## src/rtl/xtrig_pkg.sv

```systemverilog
package xtrig_pkg;
  localparam int          ADDR_W     = 12;
  localparam logic [31:0] UNLOCK_KEY = 32'hC5AC_CE55;

  localparam logic [ADDR_W-1:0] A_CTRL  = 12'h000;
  localparam logic [ADDR_W-1:0] A_ACK   = 12'h010;
  localparam logic [ADDR_W-1:0] A_ASET  = 12'h014;
  localparam logic [ADDR_W-1:0] A_ACLR  = 12'h018;
  localparam logic [ADDR_W-1:0] A_APUL  = 12'h01C;
  localparam logic [ADDR_W-1:0] A_INEN  = 12'h020;
  localparam logic [ADDR_W-1:0] A_OUTEN = 12'h0A0;
  localparam logic [ADDR_W-1:0] A_TIN   = 12'h130;
  localparam logic [ADDR_W-1:0] A_TOUT  = 12'h134;
  localparam logic [ADDR_W-1:0] A_CHIN  = 12'h138;
  localparam logic [ADDR_W-1:0] A_CHOUT = 12'h13C;
  localparam logic [ADDR_W-1:0] A_LKEY  = 12'hFB0;
  localparam logic [ADDR_W-1:0] A_LSTAT = 12'hFB4;

  function automatic logic [ADDR_W-1:0] slot_addr(input logic [ADDR_W-1:0] base, input int idx);
    return base + ADDR_W'(4 * idx);
  endfunction
endpackage

```

## src/rtl/xtrig_regs.sv

```systemverilog
module xtrig_regs
  import xtrig_pkg::*;
#(
  parameter int N_IN  = 8,
  parameter int N_OUT = 8,
  parameter int N_CH  = 4
) (
  input  logic                      clk,
  input  logic                      rst_n,
  input  logic                      bus_wr,
  input  logic [ADDR_W-1:0]         bus_addr,
  input  logic [31:0]               bus_wdata,
  output logic [31:0]               bus_rdata,
  input  logic [N_IN-1:0]           trig_in,
  input  logic [N_OUT-1:0]          trig_out,
  input  logic [N_CH-1:0]           ch_in,
  input  logic [N_CH-1:0]           ch_all,
  output logic                      enable,
  output logic [N_IN-1:0][N_CH-1:0] in_en,
  output logic [N_OUT-1:0][N_CH-1:0] out_en,
  output logic [N_CH-1:0]           app_set,
  output logic [N_CH-1:0]           app_pulse,
  output logic [N_OUT-1:0]          ack_mask,
  output logic                      locked
);
  logic wr_ok;
  assign wr_ok    = bus_wr && !locked;
  assign ack_mask = (wr_ok && bus_addr == A_ACK) ? bus_wdata[N_OUT-1:0] : '0;

  always_ff @(posedge clk) begin
    if (!rst_n) begin
      locked    <= 1'b1;
      enable    <= 1'b0;
      app_set   <= '0;
      app_pulse <= '0;
    end else begin
      app_pulse <= '0;
      if (bus_wr && bus_addr == A_LKEY) locked <= (bus_wdata != UNLOCK_KEY);
      if (wr_ok) begin
        case (bus_addr)
          A_CTRL:  enable    <= bus_wdata[0];
          A_ASET:  app_set   <= app_set | bus_wdata[N_CH-1:0];
          A_ACLR:  app_set   <= app_set & ~bus_wdata[N_CH-1:0];
          A_APUL:  app_pulse <= bus_wdata[N_CH-1:0];
          default: ;
        endcase
      end
    end
  end

  for (genvar n = 0; n < N_IN; n++) begin : g_inmask
    always_ff @(posedge clk) begin
      if (!rst_n) in_en[n] <= '0;
      else if (wr_ok && bus_addr == slot_addr(A_INEN, n)) in_en[n] <= bus_wdata[N_CH-1:0];
    end
  end

  for (genvar m = 0; m < N_OUT; m++) begin : g_outmask
    always_ff @(posedge clk) begin
      if (!rst_n) out_en[m] <= '0;
      else if (wr_ok && bus_addr == slot_addr(A_OUTEN, m)) out_en[m] <= bus_wdata[N_CH-1:0];
    end
  end

  always_comb begin
    bus_rdata = '0;
    case (bus_addr)
      A_CTRL:  bus_rdata[0]         = enable;
      A_ASET:  bus_rdata[N_CH-1:0]  = app_set;
      A_TIN:   bus_rdata[N_IN-1:0]  = trig_in;
      A_TOUT:  bus_rdata[N_OUT-1:0] = trig_out;
      A_CHIN:  bus_rdata[N_CH-1:0]  = ch_in;
      A_CHOUT: bus_rdata[N_CH-1:0]  = ch_all;
      A_LSTAT: bus_rdata[0]         = locked;
      default: ;
    endcase
    for (int n = 0; n < N_IN; n++)
      if (bus_addr == slot_addr(A_INEN, n)) bus_rdata[N_CH-1:0] = in_en[n];
    for (int m = 0; m < N_OUT; m++)
      if (bus_addr == slot_addr(A_OUTEN, m)) bus_rdata[N_CH-1:0] = out_en[m];
  end
endmodule

```

## src/rtl/xtrig_route.sv

```systemverilog
module xtrig_route #(
  parameter int N_IN  = 8,
  parameter int N_OUT = 8,
  parameter int N_CH  = 4
) (
  input  logic                       enable,
  input  logic [N_IN-1:0]            trig_in,
  input  logic [N_IN-1:0][N_CH-1:0]  in_en,
  input  logic [N_OUT-1:0][N_CH-1:0] out_en,
  input  logic [N_CH-1:0]            app_set,
  input  logic [N_CH-1:0]            app_pulse,
  output logic [N_CH-1:0]            ch_in,
  output logic [N_CH-1:0]            ch_all,
  output logic [N_OUT-1:0]           hits
);
  function automatic logic [N_CH-1:0] gather(input logic [N_IN-1:0] t,
                                             input logic [N_IN-1:0][N_CH-1:0] msk);
    logic [N_CH-1:0] acc = '0;
    for (int n = 0; n < N_IN; n++)
      if (t[n]) acc |= msk[n];
    return acc;
  endfunction

  assign ch_in  = gather(trig_in, in_en);
  assign ch_all = ch_in | app_set | app_pulse;

  for (genvar m = 0; m < N_OUT; m++) begin : g_hit
    assign hits[m] = enable && |(ch_all & out_en[m]);
  end
endmodule

```

## src/rtl/xtrig_latch.sv

```systemverilog
module xtrig_latch #(
  parameter int N_OUT = 8
) (
  input  logic             clk,
  input  logic             rst_n,
  input  logic [N_OUT-1:0] hits,
  input  logic [N_OUT-1:0] ack_mask,
  output logic [N_OUT-1:0] out_q
);
  always_ff @(posedge clk) begin
    if (!rst_n) out_q <= '0;
    else        out_q <= (out_q & ~ack_mask) | hits;
  end
endmodule

```

## src/rtl/xtrig_matrix.sv

```systemverilog
module xtrig_matrix
  import xtrig_pkg::*;
#(
  parameter int N_IN  = 8,
  parameter int N_OUT = 8,
  parameter int N_CH  = 4
) (
  input  logic              clk,
  input  logic              rst_n,
  input  logic              bus_wr,
  input  logic [ADDR_W-1:0] bus_addr,
  input  logic [31:0]       bus_wdata,
  output logic [31:0]       bus_rdata,
  input  logic [N_IN-1:0]   trig_in,
  output logic [N_OUT-1:0]  trig_out
);
  logic                       enable;
  logic                       locked;
  logic [N_IN-1:0][N_CH-1:0]  in_en;
  logic [N_OUT-1:0][N_CH-1:0] out_en;
  logic [N_CH-1:0]            app_set;
  logic [N_CH-1:0]            app_pulse;
  logic [N_CH-1:0]            ch_in;
  logic [N_CH-1:0]            ch_all;
  logic [N_OUT-1:0]           hits;
  logic [N_OUT-1:0]           ack_mask;

  xtrig_regs #(.N_IN(N_IN), .N_OUT(N_OUT), .N_CH(N_CH)) u_regs (
    .clk(clk), .rst_n(rst_n), .bus_wr(bus_wr), .bus_addr(bus_addr),
    .bus_wdata(bus_wdata), .bus_rdata(bus_rdata), .trig_in(trig_in),
    .trig_out(trig_out), .ch_in(ch_in), .ch_all(ch_all), .enable(enable),
    .in_en(in_en), .out_en(out_en), .app_set(app_set), .app_pulse(app_pulse),
    .ack_mask(ack_mask), .locked(locked)
  );

  xtrig_route #(.N_IN(N_IN), .N_OUT(N_OUT), .N_CH(N_CH)) u_route (
    .enable(enable), .trig_in(trig_in), .in_en(in_en), .out_en(out_en),
    .app_set(app_set), .app_pulse(app_pulse), .ch_in(ch_in),
    .ch_all(ch_all), .hits(hits)
  );

  xtrig_latch #(.N_OUT(N_OUT)) u_latch (
    .clk(clk), .rst_n(rst_n), .hits(hits), .ack_mask(ack_mask), .out_q(trig_out)
  );
endmodule

```

## config.mk

```make
export PLATFORM = sky130hd
export DESIGN_NAME = xtrig_matrix
export DESIGN_NICKNAME = d
export VERILOG_FILES = /design/src/rtl/xtrig_pkg.sv /design/src/rtl/xtrig_regs.sv /design/src/rtl/xtrig_route.sv /design/src/rtl/xtrig_latch.sv /design/src/rtl/xtrig_matrix.sv
export SDC_FILE = /design/constraint.sdc
export NUM_CORES = 1
export LEC_CHECK = 0
export CORE_UTILIZATION = 53
export CTS_CLUSTER_SIZE = 25
export DETAILED_ROUTE_END_ITERATION = 7
export PLACE_DENSITY = 0.9
export SLEW_MARGIN = 20
export SYNTH_ARGS = -nofsm -noshare
export SYNTH_HDL_FRONTEND = slang
export SYNTH_SLANG_ARGS = --single-unit
```

## constraint.sdc

```tcl
create_clock -name clk -period 4.3 [get_ports clk]
set_clock_uncertainty 0.2 [all_clocks]
set_input_delay 1.075 -clock clk [delete_from_list [all_inputs] [get_ports clk]]
set_output_delay 1.075 -clock clk [all_outputs]
set_load 0.02 [all_outputs]
```

== Word level (Yosys, flattened, before mapping) ==
Index checks and enable logic that the tools add are counted.

* Logic and storage cells: 141
* Register bits: 82

* Equality and inequality tests: 27
* Reductions and logical operators: 41
* Bitwise operators: 23
* Muxes and demuxes: 29

{| class="wikitable"
|+ Operators by type and width
! cell !! number
|-
| == test 12 x 6 -> 1 bit, second input constant || 8
|-
| == test 12 x 8 -> 1 bit, second input constant || 8
|-
| two-way mux 4 bit || 24
|-
| == test 12 x 5 -> 1 bit, second input constant || 4
|-
| == test 12 x 9 -> 1 bit, second input constant || 4
|-
| OR 4 bit || 10
|-
| bitwise AND 4 bit || 9
|-
| inequality test 32 bit, second input constant || 1
|-
| OR reduction 4 bit || 8
|-
| logical AND 1 bit || 27
|-
| == test 12 bit, second input constant || 2
|-
| one-hot mux 4 bit (2 select lines) || 2
|-
| one-hot mux 3 bit (5 select lines) || 1
|-
| zero test 12 bit || 1
|-
| bitwise AND 8 bit || 1
|-
| two-way mux 8 bit || 1
|-
| NOT 8 bit || 1
|-
| OR 8 bit || 1
|-
| one-hot mux 1 bit (7 select lines) || 1
|-
| NOT 4 bit || 1
|-
| AND reduction 2 bit || 2
|-
| AND reduction 3 bit || 1
|-
| nonzero test 2 bit || 1
|-
| zero test 1 bit || 1
|}

== Logic depth before layout (Yosys ltp) ==
Gate-level depths: netlist (run 1).

* Word-level depth: 34
* Depth in mapped cells: 8
* Depth with buffers taken out: 6

== By module ==
Synthesis (run 1) repeated with hierarchy kept, for this count alone.

* Cells, all modules: 676
* Area total of the unflattened synthesis: 5362.6 µm²

{| class="wikitable"
|+ Modules (own cells, without submodules)
! module !! cells each !! sequential area each (µm²) !! area an instance (µm²) !! times used
|-
| xtrig_regs || 576 || 1481.4 || 4421.7 || 1
|-
| xtrig_route || 75 || 0.0 || 603.1 || 1
|-
| xtrig_latch || 25 || 160.2 || 337.8 || 1
|}

== Worst setup path before layout (run 1) ==
Ideal clock, no wire load.

* Path kind: in2out
* Start point: input bus_addr[1]
* End point: output bus_rdata[2]
* Stages on the path: 8
* Data required time: 3.025 ns
* Path slack: 0.192 ns
* Arrival: 2.833 ns
* Path through: buf_2 or4b_1 buf_2 nor3_4 a221oi_1 o21ai_1 o21ai_1 nor2_1

* Word-level cells in the longest chain between the ends: 18
* Elaborated cells between the ends (all ways): 38

{| class="wikitable"
|+ Ends and longest elaborated chain
! item !! line !! text
|-
| start, declared || xtrig_matrix.sv:11 || <nowiki>input logic [ADDR_W-1:0] bus_addr,</nowiki>
|-
| == test 12 x 9 -> 1 bit or == test 12 x 5 -> 1 bit (tied branches) || xtrig_regs.sv:67 || <nowiki>case (bus_addr)</nowiki>
|-
| one-hot mux 3 bit (5 select lines) || xtrig_regs.sv:67 ||
|-
| two-way mux 4 bit (8 in a row) || xtrig_regs.sv:78 || <nowiki>if (bus_addr == slot_addr(A_INEN, n)) bus_rdata[N_CH-1:0] = in_en[n];</nowiki>
|-
| two-way mux 4 bit (7 in a row) || xtrig_regs.sv:80 || <nowiki>if (bus_addr == slot_addr(A_OUTEN, m)) bus_rdata[N_CH-1:0] = out_en[m];</nowiki>
|-
| two-way mux 4 bit * || xtrig_regs.sv:80 ||
|-
| end, declared || xtrig_matrix.sv:13 || <nowiki>output logic [31:0] bus_rdata,</nowiki>
|}

Mark *: on every way between the ends. The rest lies on a longest branch, timed or not.

== Worst setup path after layout (run 1) ==
* Start point: input bus_addr[11]
* End point: output bus_rdata[3]

The elaborated chain is that of the path after synthesis.

==> run metrics, run 1 <==
status finished with violations; failing checks DRC; Vias 5904; DRC 36; sequential area share after synthesis 33.5%; maxcap violations 0; Die X 98.2 um; Synth top area share 33.5%; DRT iter0 DRCs 843; Post-DP HPWL 14000 um; worst r2r src u_regs.in_en[10]; cells after synthesis 614; clock root cell clkbuf_8; Logic pwr share 12.3%; core area 8850 um2; worst path required time 3020 ps; flops & latches, synth 82; total power 1670 uW; min Tclk post-route 4280 ps; vias per inst 6.72; FF-to-FF setup slack 1860 ps; sw frac 24.9%; CP max stage delay 500 ps; reg2reg end u_latch.out_q[4]; Routed Antenna Nets 0; hold path cells 2; CTS clk-pin slew, worst paths 80 ps; Switching Power 416 uW; number of global-route vias before repair 5528; TritonCTS clock tree yes; CTS Buf Count 9; pwr/cell area 243 nW/um2; Crit Path Max Fanout 14; Final Net Count 820; DRT Pass-1 Iters 8; worst-margin pin slew 800 ps; Clock Latency Late Sink 360 ps; Area growth, synth to finish 39.8%; Hold Buf Count CTS 0; crit share post-route 99.6%; Util after Layout 77.5%; gpl congestion 1.01; Yosys warnings 0; critical path class primary input to output port; Hold EP u_regs.out_en[3]; CTS Buffer Depth 2; Fillers 608; detailed-route wire length 19700 um; chip height 98.2 um; worst hold margin 292 ps; CP most frequent cell a21oi_1; initial antenna violation count 0; number of H-tree levels 3; largest area contributor in the netlist dfxtp_1; Post-synth ARST share 0%; crit path capture type output port; Slowest-stage cell, CP or4_4; Max VDD drop 0.000239 V; WP data arrival 3010 ps; Leakage 0.00270 uW; Setup crit start kind primary input; number of synthesized flops with an enable pin 0; clock power share 42.2%; total gr overflow 0; main flop type after synthesis dfxtp_1; top post-synthesis cells by count 84 x nand2_1, 82 x dfxtp_1, 54 x nand3_1, 53 x nor2_1, 47 x a21oi_1; HP Start u_regs.out_en[3]; worst r2r path cells 6; port bufs 70; Post-Syn Area 4900 um2; part of the power in registers 45.5%; final hold vios 0; total track usage 40.9%; fraction of layout cells with a size suffix above 1 26.5%; Final WS setup 16.6 ps; global-route wire length before repair 30100 um; number of distinct library cells after synthesis 68; largest cells by area after synthesis dfxtp_1 33%, nand2_1 6.4%, mux2i_1 6.3%, nand3_1 5.5%, a21oi_1 4.8%; # rows 34; pre-CTS WS -922 ps; critical path, cell by cell clkdlybuf4s15_2 > or4_4 > buf_12 > nor3_4 > a222oi_1 > a21oi_1 > a21oi_1 > o211ai_1 > buf_4; DIE AREA 9640 um2; Mean Syn Cell Area 7.99 um2; Hold Crit Class register to register; most common cell in the netlist nand2_1; internal power 1250 uW; RSZ-0062 raised after global routing yes; Setup-failing EPs final 0; WL per Instance 22.4 um; pin count of the biggest net entering global routing 70; starting density of the core 55.4%; Max Transition Viols Final 0; IO Pins 95; Max Freq 0.233 GHz; clk sink count 82; Max-slew headroom 46.3%
cells by family after synthesis:
kind of cell / Yosys count / share of synthesized area [%]
flip-flops: 82 / 33.5
buffers and inverters: 72 / 7.96
AND/OR/NAND/NOR: 275 / 30.4
other: 1 / 0.0765
multiplexers: 32 / 6.56
AO/OA/AOI/OAI: 152 / 21.5
state kept, by name, summed over array words and instances (netlist names), named ones only:
name and count:
u_regs.in_en 32, u_regs.locked 1, u_regs.app_pulse 4, u_regs.enable 1, u_regs.out_en 32, u_latch.out_q 8
worst max-delay path, delay by kind of cell:
| family | cells | cell delay, ps |
|---|---|---|
| simple gates | 2 | 730 |
| compound gates | 4 | 590 |
| buf+inv | 3 | 590 |
how the worst max path moves through the flow:
stage / depth (start not counted) / endpoint / startpoint
floorplan: 8 / bus_rdata[2] / bus_addr[1]
global placement: 9 / bus_rdata[2] / bus_addr[2]
detailed placement: 9 / bus_rdata[3] / bus_addr[2]
CTS: 9 / bus_rdata[2] / trig_in[4]
global route: 8 / bus_rdata[0] / trig_in[3]
finish: 9 / bus_rdata[3] / bus_addr[11]
power groups by stage:
| stage | Sequential [uW] | Clock (uW) | Combinational (uW) |
|---|---|---|---|
| global placement | 776 | 0 | 182 |
| finish | 758 | 703 | 206 |
| floorplan | 776 | 0 | 92.3 |
| detailed placement | 776 | 0 | 184 |
| global route | 759 | 740 | 212 |
| CTS | 758 | 704 | 196 |
stage by stage:
stage	area (um2)	setup TNS (ps)	std cells
detailed placement	6220	-4590	845
global route	6850	-48.3	878
CTS	6760	0	874
floorplan	4990	0	637
global placement	6220	-4570	845
finish	6860	0	879
routing by layer:
| metal | global-route usage, % | up-vias | routed length, um |
|---|---|---|---|
| met3 | 11.4 | 84 | 2590 |
| met1 | 51.9 | 2738 | 7490 |
| met2 | 63.7 | 521 | 8550 |
| li1 | - | 2561 | - |
| met4 | 20.4 | 0 | 1040 |
| met5 | 0 | - | 0 |
cell type report:
cell class	count	area (um2)	share of cell area, %
flip-flops and latches	82	1640	23.9
diodes	1	2.50	0.0365
multi-input cells	483	3200	46.7
repair buffers	184	1610	23.5
well taps	108	135	1.97
clock buffers	10	138	2.01
inverters	5	18.8	0.274
clock inverters	6	113	1.64
cells in the final DEF (no fill, tap or decap), drive strengths merged, types with 5 or more instances in the layout:
cell type / netlist / routed
nor4b: 5 / 5
a211oi: 8 / 8
o22ai: 5 / 5
nor4: 9 / 9
nand3: 55 / 55
nand2: 84 / 84
clkbuf: 25 / 12
dlygate4sd2: 0 / 5
buf: 42 / 126
o21ai: 21 / 21
nor3: 18 / 18
and3: 5 / 5
a21oi: 47 / 47
nor2: 55 / 55
a221oi: 6 / 6
mux2i: 31 / 31
and2: 5 / 5
conb: 1 / 24
dfxtp: 82 / 82
a22oi: 23 / 23
a222oi: 10 / 10
a32o: 8 / 8
nand4: 9 / 9
inv: 4 / 5
o221ai: 5 / 5
clkdlybuf4s50: 0 / 48
repair_timing:
action | 4_1_cts | 5_1_grt
buffers inserted | 11 | 5
pin swaps | 21 | 14
resized for setup | 113 | 31
setup endpoints to repair | 8 | 8
cloned | 3 | 0
(Power assumes the default switching activity.)
==> inputs of run 2 (changes only) <==
CORE_MARGIN = 3   (was not set)
==> run metrics, run 2 (synthesized netlist as in run 1, its figures left out) <==
pwr/cell area 228 nW/um2 (was 243 nW/um2); gpl congestion 1.04 (was 1.01); worst hold margin 288 ps (was 292 ps); CP most frequent cell buf_6 (was a21oi_1); final hold vios 0 (unchanged); clk sink count 82 (unchanged); start point of the critical path bus_addr[0] (was bus_addr[11]); pin count of the biggest net entering global routing 70 (unchanged); status finished with violations (unchanged); Setup-failing EPs final 2 (was 0); clock power share 40.2% (was 42.2%); total track usage 38.4% (was 40.9%); starting density of the core 55.4% (unchanged); Logic pwr share 13.6% (was 12.3%); number of H-tree levels 3 (unchanged); total gr overflow 0 (unchanged); DIE AREA 10400 um2 (was 9640 um2); placed cells 854 (was 845); Max-slew headroom 51.2% (was 46.3%); Crit Path Max Fanout 5 (was 14); Die X 102 um (was 98.2 um); FF-to-FF setup slack 1890 ps (was 1860 ps); DRT iter0 DRCs 800 (was 843); Final Non-Filler Cells 898 (was 879); Setup crit start kind primary input (unchanged); detailed-route wire length 20900 um (was 19700 um); worst path required time 3020 ps (about the same); # diodes 0 (was 1); internal power 1190 uW (was 1250 uW); Area growth, synth to finish 46.6% (was 39.8%); TritonCTS clock tree yes (unchanged); DR WL met2 8850 um (was 8550 um); WL per Instance 23.3 um (was 22.4 um); fraction of layout cells with a size suffix above 1 30.8% (was 26.5%); CTS Buffer Depth 2 (unchanged); Slowest-stage cell, CP or4_4 (unchanged); Critical path destination bus_rdata[0] (was bus_rdata[3]); Clock Latency Late Sink 370 ps (was 360 ps); Max VDD drop 0.000184 V (was 0.000239 V); Max Transition Viols Final 0 (unchanged); most common cell after layout, fill and taps aside buf_4 (unchanged); biggest regs u_regs.in_en x32, u_regs.out_en x32, u_latch.out_q x8 (unchanged); maxcap violations 0 (unchanged); Util after Layout 81.3% (was 77.5%); global-route wire length before repair 30300 um (was 30100 um); total power 1640 uW (was 1670 uW); Leakage 0.00297 uW (was 0.00270 uW); DRT Pass-1 Iters 7 (was 8); worst r2r path cells 6 (unchanged); worst-margin pin slew 732 ps (was 800 ps); sw frac 27.5% (was 24.9%); initial antenna violation count 0 (unchanged); port bufs 70 (unchanged); CTS Buf Count 9 (unchanged); Switching Power 452 uW (was 416 uW); # rows 34 (unchanged); CP max stage delay 570 ps (was 500 ps); worst r2r src u_regs.in_en[26] (was u_regs.in_en[10]); Vias 5994 (was 5904); Final Net Count 840 (was 820); IO Pins 95 (unchanged); part of the power in registers 46.2% (was 45.5%); clock root cell clkbuf_8 (unchanged); chip height 102 um (was 98.2 um); CTS clk-pin slew, worst paths 90 ps (was 80 ps); Post-DP HPWL 14300 um (was 14000 um); vias per inst 6.67 (was 6.72); WP data arrival 3080 ps (was 3010 ps); critical path, cell by cell buf_6 > buf_6 > buf_6 > or4_4 > buf_6 > nor3_4 > buf_6 > nor4_4 > a31oi_1 > or4_4 > buf_6 (was clkdlybuf4s15_2 > or4_4 > buf_12 > nor3_4 > a222oi_1 > a21oi_1 > a21oi_1 > o211ai_1 > buf_4); critical path class primary input to output port (unchanged); core area 8850 um2 (unchanged); number of global-route vias before repair 5493 (was 5528); Met1 Routed Length 7620 um (was 7490 um); reg2reg end u_latch.out_q[3] (was u_latch.out_q[4]); top sig layer met4 (unchanged); Hold Crit Class register to register (unchanged); pre-CTS WS -841 ps (was -922 ps); Final WS setup -57.0 ps (was 16.6 ps); most frequent cells in the layout 104 x buf_4, 82 x nand2_1, 82 x dfxtp_1 (was 96 x buf_4, 82 x nand2_1, 82 x dfxtp_1); failing checks setup timing (was DRC); Max Freq 0.230 GHz (was 0.233 GHz); min Tclk post-route 4360 ps (was 4280 ps); DRC 0 (was 36); met3 WL post-DR 3110 um (was 2590 um); RSZ-0062 raised after global routing yes (unchanged); Routed Antenna Nets 0 (unchanged); crit path capture type output port (unchanged); crit share post-route 101% (was 99.6%)
## run 2: cell count changes in the layout (fill, tap and decap cells not counted), sizes merged, moves of 2 or more
cell and change:
buf +15, clkbuf +5, clkdlybuf4s15 -2, clkdlybuf4s50 -6, dlymetal6s2s +7, inv +2
## run 2: how the worst min path moves through the flow
stage / from / end / slack [ps] / cells after the start
2_1_floorplan: u_regs.out_en[6] / u_regs.out_en[6] / 240 / 2
3_3_place_gp: u_regs.out_en[4] / u_regs.out_en[4] / 260 / 2
3_5_place_dp: u_regs.out_en[1] / u_regs.out_en[1] / 270 / 2
4_1_cts: u_regs.in_en[9] / u_regs.in_en[9] / 290 / 2
5_1_grt: u_regs.in_en[9] / u_regs.in_en[9] / 300 / 2
6_report: u_regs.in_en[9] / u_regs.in_en[9] / 290 / 2
## run 2: metrics by stage
step	TNS [ps]	area (um2)
after global routing	-153	7190
after global placement	-4470	6250
final	-63.1	7190
after floorplan	0	4990
after CTS	-46.2	6890
after detailed placement	-4440	6250
## run 2: critical path: cells and delay by family
kind            cells  cell delay (ps)
compound gates      1              250
simple gates        4             1020
buf+inv             6              720
## run 2: cell type report
| class | instances | area [um2] |
|---|---|---|
| multi-input cells | 483 | 3360 |
| repair buffers | 204 | 1810 |
| fillers | 568 | 1660 |
| flip-flops and latches | 82 | 1640 |
| well taps | 108 | 135 |
| clock buffers | 9 | 124 |
| clock inverters | 7 | 98.8 |
| inverters | 5 | 18.8 |
## run 2: power by group through the flow
stage                     clock [uW]  sequential, uW  combinational (uW)
after global placement             0             776                 185
after floorplan                    0             776                92.3
after CTS                        658             759                 202
after detailed placement           0             776                 186
final                            660             759                 224
after global routing             691             759                 233
## run 2: routing by layer
metal	global-route usage, %	vias up
met3	11.2	113
met2	58.4	514
met5	0	-
met4	17.8	0
met1	50.2	2763
li1	-	2604
## run 2: repair_timing
action	in CTS	in global routing
pin swaps	29	34
setup buffers	12	13
gates cloned	3	1
hold buffers	0	0
setup endpoints to repair	8	4
endpoints found under the hold margin	0	0
resized for setup	110	68
==> inputs of run 3 (changes only) <==
REMOVE_ABC_BUFFERS = 1   (was not set)
==> run metrics, run 3 (synthesized netlist as in run 1, its figures left out) <==
CP max stage delay 560 ps (was 570 ps); Final WS setup 30.1 ps (was -57.0 ps); Die X 102 um (unchanged); Slowest-stage cell, CP or4_4 (unchanged); worst path required time 3020 ps (about the same); core area 8850 um2 (unchanged); Leakage 0.00291 uW (was 0.00297 uW); placed cells 857 (was 854); Final Non-Filler Cells 898 (unchanged); detailed-route wire length 20100 um (was 20900 um); clk sink count 82 (unchanged); pwr/cell area 234 nW/um2 (was 228 nW/um2); status finished, final reports clean (was finished with violations); Post-DP Area 6300 um2 (was 6250 um2); maxcap violations 0 (unchanged); CTS Buf Count 9 (unchanged); Max-slew headroom 52.2% (was 51.2%); critical path, cell by cell buf_2 > buf_4 > and4bb_2 > buf_12 > and3_4 > a221oi_4 > nor2_1 > or4_4 > buf_6 (was buf_6 > buf_6 > buf_6 > or4_4 > buf_6 > nor3_4 > buf_6 > nor4_4 > a31oi_1 > or4_4 > buf_6); final hold vios 0 (unchanged); Routed Antenna Nets 0 (unchanged); number of global-route vias before repair 5559 (was 5493); crit path capture type output port (unchanged); worst r2r src u_regs.in_en[10] (was u_regs.in_en[26]); total gr overflow 0 (unchanged); TritonCTS clock tree yes (unchanged); WP data arrival 2990 ps (was 3080 ps); total track usage 38.6% (was 38.4%); CTS Buffer Depth 2 (unchanged); # diodes 0 (unchanged); Max VDD drop 0.000227 V (was 0.000184 V); Crit Path Max Fanout 6 (was 5); chip height 102 um (unchanged); Area growth, synth to finish 43.7% (was 46.6%); clock root cell clkbuf_8 (unchanged); starting density of the core 55.4% (unchanged); Setup crit start kind primary input (unchanged); DRT Pass-1 Iters 8 (was 7); Fillers 625 (was 568); Vias 5886 (was 5994); Max Freq 0.234 GHz (was 0.230 GHz); crit share post-route 99.3% (was 101%); CTS clk-pin slew, worst paths 80 ps (was 90 ps); most common cell after layout, fill and taps aside buf_4 (unchanged); most frequent cells in the layout 127 x buf_4, 83 x nand2_1, 82 x dfxtp_1 (was 104 x buf_4, 82 x nand2_1, 82 x dfxtp_1); Post-DP HPWL 14300 um (about the same); number of H-tree levels 3 (unchanged); initial antenna violation count 0 (unchanged); WL per Instance 22.4 um (was 23.3 um); pre-CTS WS -1060 ps (was -841 ps); pin count of the biggest net entering global routing 70 (unchanged); Sequential Area 1640 um2 (unchanged); biggest regs u_regs.in_en x32, u_regs.out_en x32, u_latch.out_q x8 (unchanged); area of the multi-input gates 3250 um2 (was 3360 um2); DRT iter0 DRCs 738 (was 800); Util after Layout 79.7% (was 81.3%); Clock Latency Late Sink 370 ps (about the same); critical path class primary input to output port (unchanged); Max Transition Viols Final 0 (unchanged); Final Cell Area 7050 um2 (was 7190 um2); DIE AREA 10400 um2 (unchanged); worst-margin pin slew 718 ps (was 732 ps); Final Net Count 842 (was 840); port bufs 70 (unchanged); # rows 34 (unchanged); fraction of layout cells with a size suffix above 1 29.4% (was 30.8%); global-route wire length before repair 30500 um (was 30300 um); vias per inst 6.55 (was 6.67); start point of the critical path bus_addr[2] (was bus_addr[0]); min Tclk post-route 4270 ps (was 4360 ps); gpl congestion 0.994 (was 1.04); Hold Buf Count CTS 0 (unchanged); Setup-failing EPs final 0 (was 2); TNS Setup 0 ps (was -63.1 ps); DRC 0 (unchanged); IO Pins 95 (unchanged); HP Start u_regs.out_en[3] (was u_regs.in_en[9]); Hold Crit Class register to register (unchanged)
-- run 3: cell count changes in the layout (fill, tap and decap cells not counted), sizes merged --
cell           before  now
clkinvlp            1    0
clkdlybuf4s50      42   45
bufinv              2    3
dlygate4sd2         5    1
inv                 7    5
clkbuf             17   12
buf               141  149
-- run 3: final timing paths --
path                       to  slack (ps)  depth (start not counted)
min          u_regs.out_en[3]         290                          2
max reg2reg  u_latch.out_q[0]         910                         15
max              bus_rdata[0]          30                          9
min reg2reg  u_regs.out_en[3]         290                          2
-- run 3: timing repair --
| item | 4_1_cts | 5_1_grt |
|---|---|---|
| gates resized for setup | 116 | 38 |
| gates cloned | 1 | 0 |
| endpoints found under the setup margin | 8 | 15 |
| pin swaps | 34 | 27 |
| setup buffers | 26 | 1 |
-- run 3: metrics by stage --
step,power (uW),hold WS (ps)
after floorplan,828,244
after global placement,964,260
after detailed placement,966,272
after CTS,1640,286
after global routing,1680,299
final,1650,291
-- run 3: per-layer routing --
metal  track usage (%)  wire length, um
met1              50.4             7840
met2              60.0             8980
met3              9.97             2330
met4              17.3              969
met5                 0                0
-- run 3: layout make-up --
type,count,area share (%)
multi-input combinational,483,46.2
timing repair buffer,206,25.1
tap,108,1.92
clock inverter,5,1.47
inverter,5,0.266
sequential,82,23.3
clock buffer,9,1.76
-- run 3: power breakdown --
group          total, uW  leakage, uW    switching [uW]  internal, uW
sequential           758     0.000660  0.00000000000112           758
combinational        212      0.00214               116          95.3
clock                676     0.000116               295           381
-- run 3: critical path: cells and delay by family --
kind	cells	cell delay, ps
and+or+nand+nor	4	1050
buffers and inverters	4	590
AOI/OAI and AO/OA	1	270
